==> src/rtl/sfu_pkg.sv <==
package sfu_pkg;

    // Controller state
    typedef enum logic [0:0] {
        ST_OFF = 1'b0,
        ST_ON  = 1'b1
    } ctl_state_e;

    // Status word bit positions
    localparam int SB_BUSY = 0;
    localparam int SB_TXF  = 1;
    localparam int SB_TXE  = 2;
    localparam int SB_RXE  = 3;
    localparam int SB_RXF  = 4;

    // Interrupt cause bit positions
    localparam int IC_TXE = 0;
    localparam int IC_TXO = 1;
    localparam int IC_RXU = 2;
    localparam int IC_RXO = 3;
    localparam int IC_RXF = 4;
    localparam int IC_N   = 5;

    // Clear code bit positions
    localparam int CC_ALL = 0;
    localparam int CC_RXU = 1;
    localparam int CC_RXO = 2;
    localparam int CC_TXO = 3;

    // DMA enable bit positions
    localparam int DE_RX = 0;
    localparam int DE_TX = 1;

endpackage

==> src/rtl/sfu_fifo.sv <==
module sfu_fifo #(
    parameter int WIDTH = 16,
    parameter int DEPTH = 32,
    localparam int PTR_W = $clog2(DEPTH),
    localparam int LVL_W = $clog2(DEPTH + 1)
) (
    input  logic             clk,
    input  logic             rst_n,
    input  logic             flush,
    input  logic             push,
    input  logic [WIDTH-1:0] push_data,
    input  logic             pop,
    output logic [WIDTH-1:0] pop_data,
    output logic [LVL_W-1:0] level,
    output logic             full,
    output logic             empty
);

    logic [WIDTH-1:0] mem [DEPTH];
    logic [PTR_W-1:0] wr_ptr;
    logic [PTR_W-1:0] rd_ptr;
    logic             push_ok;
    logic             pop_ok;

    assign full    = (level == LVL_W'(DEPTH));
    assign empty   = (level == '0);
    assign push_ok = push && !full && !flush;
    assign pop_ok  = pop && !empty && !flush;

    // Show-ahead output, zero when nothing is held
    assign pop_data = empty ? '0 : mem[rd_ptr];

    always_ff @(posedge clk) begin
        if (push_ok) begin
            mem[wr_ptr] <= push_data;
        end
    end

    always_ff @(posedge clk or negedge rst_n) begin
        if (!rst_n) begin
            wr_ptr <= '0;
            rd_ptr <= '0;
            level  <= '0;
        end else if (flush) begin
            wr_ptr <= '0;
            rd_ptr <= '0;
            level  <= '0;
        end else begin
            if (push_ok) begin
                wr_ptr <= wr_ptr + 1'b1;
            end
            if (pop_ok) begin
                rd_ptr <= rd_ptr + 1'b1;
            end
            unique case ({push_ok, pop_ok})
                2'b10:   level <= level + 1'b1;
                2'b01:   level <= level - 1'b1;
                default: level <= level;
            endcase
        end
    end

endmodule

==> src/rtl/sfu_irq.sv <==
module sfu_irq
    import sfu_pkg::*;
#(
    parameter int LVL_W = 6
) (
    input  logic             clk,
    input  logic             rst_n,
    input  logic             ev_txo,
    input  logic             ev_rxu,
    input  logic             ev_rxo,
    input  logic             clr_wr,
    input  logic [3:0]       clr_data,
    input  logic [LVL_W-1:0] tx_level,
    input  logic [LVL_W-1:0] rx_level,
    input  logic [LVL_W-1:0] tx_thresh,
    input  logic [LVL_W-1:0] rx_thresh,
    input  logic [IC_N-1:0]  irq_mask,
    output logic [IC_N-1:0]  raw_irq,
    output logic [IC_N-1:0]  irq_stat
);

    logic sticky_txo;
    logic sticky_rxu;
    logic sticky_rxo;
    logic wipe_txo;
    logic wipe_rxu;
    logic wipe_rxo;

    always_comb begin
        wipe_txo = clr_wr && (clr_data[CC_ALL] || clr_data[CC_TXO]);
        wipe_rxu = clr_wr && (clr_data[CC_ALL] || clr_data[CC_RXU]);
        wipe_rxo = clr_wr && (clr_data[CC_ALL] || clr_data[CC_RXO]);
    end

    // A new event wins over a clear in the same cycle
    always_ff @(posedge clk or negedge rst_n) begin
        if (!rst_n) begin
            sticky_txo <= 1'b0;
            sticky_rxu <= 1'b0;
            sticky_rxo <= 1'b0;
        end else begin
            sticky_txo <= ev_txo || (sticky_txo && !wipe_txo);
            sticky_rxu <= ev_rxu || (sticky_rxu && !wipe_rxu);
            sticky_rxo <= ev_rxo || (sticky_rxo && !wipe_rxo);
        end
    end

    always_comb begin
        raw_irq         = '0;
        raw_irq[IC_TXE] = (tx_level <= tx_thresh);
        raw_irq[IC_TXO] = sticky_txo;
        raw_irq[IC_RXU] = sticky_rxu;
        raw_irq[IC_RXO] = sticky_rxo;
        raw_irq[IC_RXF] = (rx_level > rx_thresh);
        irq_stat        = raw_irq & irq_mask;
    end

endmodule

==> src/rtl/sfu_dma.sv <==
module sfu_dma
    import sfu_pkg::*;
#(
    parameter int LVL_W = 6
) (
    input  logic             active,
    input  logic [1:0]       dma_ctrl,
    input  logic [LVL_W-1:0] tx_level,
    input  logic [LVL_W-1:0] rx_level,
    input  logic [LVL_W-1:0] tx_wm,
    input  logic [LVL_W-1:0] rx_wm,
    output logic             tx_req,
    output logic             rx_req
);

    always_comb begin
        tx_req = active && dma_ctrl[DE_TX] && (tx_level <= tx_wm);
        rx_req = active && dma_ctrl[DE_RX] && (rx_level > rx_wm);
    end

endmodule

==> src/rtl/spi_fifo_irq_unit.sv <==
module spi_fifo_irq_unit
    import sfu_pkg::*;
#(
    parameter int WIDTH = 16,
    parameter int DEPTH = 32,
    localparam int LVL_W = $clog2(DEPTH + 1)
) (
    input  logic             clk,
    input  logic             rst_n,
    input  logic             enable,
    input  logic             busy_in,
    input  logic             tx_wr_en,
    input  logic [WIDTH-1:0] tx_wr_data,
    input  logic             tx_rd_en,
    output logic [WIDTH-1:0] tx_rd_data,
    input  logic             rx_wr_en,
    input  logic [WIDTH-1:0] rx_wr_data,
    input  logic             rx_rd_en,
    output logic [WIDTH-1:0] rx_rd_data,
    input  logic [LVL_W-1:0] tx_thresh,
    input  logic [LVL_W-1:0] rx_thresh,
    input  logic [LVL_W-1:0] dma_tx_wm,
    input  logic [LVL_W-1:0] dma_rx_wm,
    input  logic [1:0]       dma_ctrl,
    input  logic [4:0]       irq_mask,
    input  logic             clr_wr,
    input  logic [3:0]       clr_data,
    output logic [LVL_W-1:0] tx_level,
    output logic [LVL_W-1:0] rx_level,
    output logic [4:0]       status,
    output logic [4:0]       raw_irq,
    output logic [4:0]       irq_stat,
    output logic             irq_out,
    output logic             dma_tx_req,
    output logic             dma_rx_req
);

    ctl_state_e state_q;
    ctl_state_e state_d;
    logic       go;
    logic       flush;
    logic       tx_full;
    logic       tx_empty;
    logic       rx_full;
    logic       rx_empty;
    logic       ev_txo;
    logic       ev_rxu;
    logic       ev_rxo;

    // State register
    always_ff @(posedge clk or negedge rst_n) begin
        if (!rst_n) begin
            state_q <= ST_OFF;
        end else begin
            state_q <= state_d;
        end
    end

    // Next state: arm on enable, flush on its removal
    always_comb begin
        state_d = state_q;
        unique case (state_q)
            ST_OFF:  state_d = enable ? ST_ON : ST_OFF;
            ST_ON:   state_d = enable ? ST_ON : ST_OFF;
            default: state_d = ST_OFF;
        endcase
    end

    // State outputs
    always_comb begin
        go = 1'b0;
        unique case (state_q)
            ST_OFF:  go = 1'b0;
            ST_ON:   go = enable;
            default: go = 1'b0;
        endcase
        flush = !go;
    end

    sfu_fifo #(.WIDTH(WIDTH), .DEPTH(DEPTH)) u_txq (
        .clk       (clk),
        .rst_n     (rst_n),
        .flush     (flush),
        .push      (tx_wr_en),
        .push_data (tx_wr_data),
        .pop       (tx_rd_en),
        .pop_data  (tx_rd_data),
        .level     (tx_level),
        .full      (tx_full),
        .empty     (tx_empty)
    );

    sfu_fifo #(.WIDTH(WIDTH), .DEPTH(DEPTH)) u_rxq (
        .clk       (clk),
        .rst_n     (rst_n),
        .flush     (flush),
        .push      (rx_wr_en),
        .push_data (rx_wr_data),
        .pop       (rx_rd_en),
        .pop_data  (rx_rd_data),
        .level     (rx_level),
        .full      (rx_full),
        .empty     (rx_empty)
    );

    // Bad-access events, only counted while running
    always_comb begin
        ev_txo = go && tx_wr_en && tx_full;
        ev_rxu = go && rx_rd_en && rx_empty;
        ev_rxo = go && rx_wr_en && rx_full;
    end

    always_comb begin
        status          = '0;
        status[SB_BUSY] = go && (busy_in || !tx_empty);
        status[SB_TXF]  = tx_full;
        status[SB_TXE]  = tx_empty;
        status[SB_RXE]  = rx_empty;
        status[SB_RXF]  = rx_full;
    end

    sfu_irq #(.LVL_W(LVL_W)) u_irq (
        .clk       (clk),
        .rst_n     (rst_n),
        .ev_txo    (ev_txo),
        .ev_rxu    (ev_rxu),
        .ev_rxo    (ev_rxo),
        .clr_wr    (clr_wr),
        .clr_data  (clr_data),
        .tx_level  (tx_level),
        .rx_level  (rx_level),
        .tx_thresh (tx_thresh),
        .rx_thresh (rx_thresh),
        .irq_mask  (irq_mask),
        .raw_irq   (raw_irq),
        .irq_stat  (irq_stat)
    );

    assign irq_out = |irq_stat;

    sfu_dma #(.LVL_W(LVL_W)) u_dma (
        .active   (go),
        .dma_ctrl (dma_ctrl),
        .tx_level (tx_level),
        .rx_level (rx_level),
        .tx_wm    (dma_tx_wm),
        .rx_wm    (dma_rx_wm),
        .tx_req   (dma_tx_req),
        .rx_req   (dma_rx_req)
    );

endmodule

==> config.mk <==
export PLATFORM = sky130hd
export DESIGN_NAME = spi_fifo_irq_unit
export DESIGN_NICKNAME = d
export VERILOG_FILES = /design/src/rtl/sfu_pkg.sv /design/src/rtl/sfu_fifo.sv /design/src/rtl/sfu_irq.sv /design/src/rtl/sfu_dma.sv /design/src/rtl/spi_fifo_irq_unit.sv
export SDC_FILE = /design/constraint.sdc
export NUM_CORES = 1
export LEC_CHECK = 0
export BUFFER_PORTS_ARGS = -buffer_cell sky130_fd_sc_hd__buf_2
export CELL_PAD_IN_SITES_DETAIL_PLACEMENT = 1
export CELL_PAD_IN_SITES_GLOBAL_PLACEMENT = 1
export CORE_ASPECT_RATIO = 0.7
export CORE_MARGIN = 2
export CORE_UTILIZATION = 43
export CTS_BUF_LIST = sky130_fd_sc_hd__clkbuf_4
export DETAILED_ROUTE_END_ITERATION = 10
export PLACE_DENSITY_LB_ADDON = 0.1
export RECOVER_POWER = 50
export SLEW_MARGIN = 0
export SYNTH_ARGS = -nofsm -noshare
export SYNTH_HDL_FRONTEND = slang
export SYNTH_HIERARCHICAL = 1
export SYNTH_SLANG_ARGS = --single-unit
==> constraint.sdc <==
create_clock -name clk -period 8.9 [get_ports clk]
set_input_delay 1.78 -clock clk [delete_from_list [all_inputs] [get_ports clk]]
set_output_delay 1.78 -clock clk [all_outputs]
set_load 0.01 [all_outputs]
==> impl_metrics.toml <==
[sta]
rsz0062_at_grt = "no"
hold_violations = 0
setup_violations = 0
final.period_utilization_pct = 72.19
fin_crit_ns = 6.425
relSlewSlack_pct = -47.06
worst_slew_pin_slew_ns = 2.206
max_clock_freq_mhz = 155.6
skew_ns = 0.07293
maxSlewViolCount = 137
setup_tns_ns = 0

[outcome]
status = "finished with violations"
violations = "capacitance limit, slew limit"

[setup_path]
critPathRequiredTime_ns = 7.12
cp-end-kind = "output pin"
start_kind = "flip-flop"
path_buf_inv = 2
path_cells = "buf_4, mux4_2, mux4_2, nand3_1, o21ai_0, buf_2"
cp_slowest_cell = "dfrtp_1"
cp_top_family = "multiplexers"
critPathMaxFanout = 40
reg2regPathDepth = 10
r2r-end = "u_rxq/level[5]"
cpPeakStageDelay_ns = 0.83
rrSetupSlack_ns = 4.45
path_common_cell = "mux4_2"
r2r-start = "u_rxq/level[1]"
worstSetupPathType = "reg -> out"
arrival_ns = 4.64

[pwr]
switching_power_mw = 2.492
swShare_pct = 23.86
ir_drop_v = 0.00007767
intPower_mw = 7.952
p_leak_nw = 15.56
seq_power_share_pct = 53.0
combPwrFrac_pct = 8.7
total_power_mw = 10.44
p_per_area_nw_per_um2 = 216.7
p_clk_share_pct = 38.2

[routing]
drc_errors = 0
first_pass_iters = 5
first_iter_violations = 2034
routed_wl_um = 108400
viasPerCell = 5.692
ant_nets = 0
wl_per_cell_um = 27.96
vias = 22070

[die]
dieArea_um2 = 101100
die_y_um = 266.6
rows = 96
io_pins = 138
core_area_um2 = 97770
initial_utilization_pct = 43.33
die_w_um = 379.2

[synth]
async_flop_share_pct = 3.396
syn_nets = 2121
syn_area_per_cell_um2 = 21.13
synth_cell_types = 54
netlist_instances = 2005
seq_area_frac_synth_pct = 74.70
ys.flop_type = "edfxtp_1"
syn_area_um2 = 42370
yosys_register_bits = 1060
synth_edf_count = 1024
ys_warn_count = 6

[clocking]
root_buffer = "clkbuf_4"
cts_max_level = 5
insertion_delay_ns = 1.16
clk_pin_slew_worst_paths_ns = 0.06
cts_tree = "done"
cts_made_buffers = 282
clock-sinks = 1060
cts_setup_buffers = 0
cts_resized = 0
clockBufferDepth = 4
cts_hold_buf = 0

[hold_path]
min-delay-start = "u_irq/sticky_rxu"
worstHoldPathType = "reg -> reg"
min_path_cells = 1
hold_end = "u_irq/sticky_rxu"

[global_route]
use_met2_pct = 30.38
grt_pass1_vias = 23540
grt_use_met1_pct = 34.21
grt_max_degree = 132
grt_overflow_total = 0
grt.busiest_layer = "met1"
antenna_found_initial = 4
grtUsageMet3_pct = 5.136
track_usage_pct = 21.94
grt_first_pass_wirelength_um = 158600

[job]
cap_violations = 4

[final_layout]
final_layout_size_suffix_gt1_share_pct = 38.81
nets = 2501
final_cell_mix = "edfxtp_1, clkbuf_4, mux4_2"
final_common_cell = "edfxtp_1"
nFillCells = 9053
area_growth_syn_to_layout_pct = 13.74

[placed_design]
place_hpwl_um = 63040
place.gp.congestion = 0.7446
port_buffers = 137
power by group through the flow:
stage	Clock [mW]	Combinational, mW	Sequential [mW]
after floorplan	0	0.588	5.61
after global placement	0	0.902	5.64
after detailed placement	0	0.926	5.65
after CTS	4.14	0.929	5.54
after global routing	4.38	0.988	5.54
final	3.99	0.912	5.54
how the worst max path moves through the flow:
stage | start | end | cells past startpoint
after floorplan | rx_thresh[4] | irq_out | 8
final | u_rxq/rd_ptr[0] | rx_rd_data[10] | 6
after detailed placement | u_txq/rd_ptr[0] | tx_rd_data[6] | 6
after global routing | u_txq/rd_ptr[0] | tx_rd_data[6] | 6
after CTS | u_txq/rd_ptr[0] | tx_rd_data[6] | 6
after global placement | u_txq/rd_ptr[0] | tx_rd_data[12] | 6
metrics by stage:
stage / cells / hold slack [ns] / util (%) / setup WS, ns / instance area (um^2)
after floorplan: 2005 / 0.4643 / - / 4.069 / 42370
after global placement: 3424 / 0.4832 / 46.04 / 3.582 / 45010
after detailed placement: 3424 / 0.4954 / 46.04 / 3.575 / 45010
after CTS: 3871 / 0.5087 / 49.35 / 2.291 / 48250
after global routing: 3875 / 0.5315 / 49.28 / 2.152 / 48190
final: 3877 / 0.4981 / 49.29 / 2.475 / 48190
flip-flops by register name, summed over array words and instances (netlist names):
signal / count
u_rxq/mem: 512
u_txq/mem: 512
u_rxq/level: 6
u_txq/level: 6
u_rxq/rd_ptr: 5
u_rxq/wr_ptr: 5
u_txq/rd_ptr: 5
u_txq/wr_ptr: 5
state_q: 1
u_irq/sticky_rxo: 1
u_irq/sticky_rxu: 1
u_irq/sticky_txo: 1
cell families (layout without fill, tap and decap cells):
logic type,after synthesis,count (layout),synth area share (%)
AO/OA/AOI/OAI,111,111,1.716
XOR/XNOR,20,20,0.4134
adder cells (fa/ha/maj),40,40,1.181
buffers and inverters,186,729,1.787
flip-flops,1060,1060,74.70
multiplexers,328,328,17.21
other,0,6,0
AND/OR/NAND/NOR,260,260,2.989
cell usage after synthesis (all sizes together), types with 5 or more instances:
master | n | area, um^2
a21o | 9 | 67.56
buf | 49 | 242.7
a21oi | 16 | 83.83
nand2 | 24 | 92.59
a31oi | 7 | 43.79
clkbuf | 64 | 240.2
ha | 40 | 500.5
xor2 | 16 | 140.1
and3 | 5 | 31.28
inv | 73 | 274.0
nor2 | 111 | 416.7
nor3 | 12 | 60.06
nor2b | 13 | 81.33
o21ai | 42 | 210.2
dfrtp | 36 | 900.9
nand2b | 7 | 43.79
nand3 | 40 | 200.2
nand3b | 12 | 90.09
or4 | 6 | 45.04
mux4 | 320 | 7207
nand4 | 11 | 68.82
edfxtp | 1024 | 30750
metal layers:
layer	vias up	wire length, um
met2	861	47000
met1	11860	51530
met5	-	0
met3	151	8033
li1	9198	-
met4	0	1842
cell type report:
class / count / area [um^2] / share of cell area (%)
repair buffers: 209 / 1192 / 2.474
inverters: 73 / 274.0 / 0.5686
multi-input cells: 759 / 10150 / 21.07
clock inverters: 40 / 178.9 / 0.3713
well taps: 1323 / 1655 / 3.435
flip-flops and latches: 1060 / 31670 / 65.71
clock buffers: 407 / 3055 / 6.340
diodes: 6 / 15.01 / 0.03116
Power figures use the tool's default switching activity.
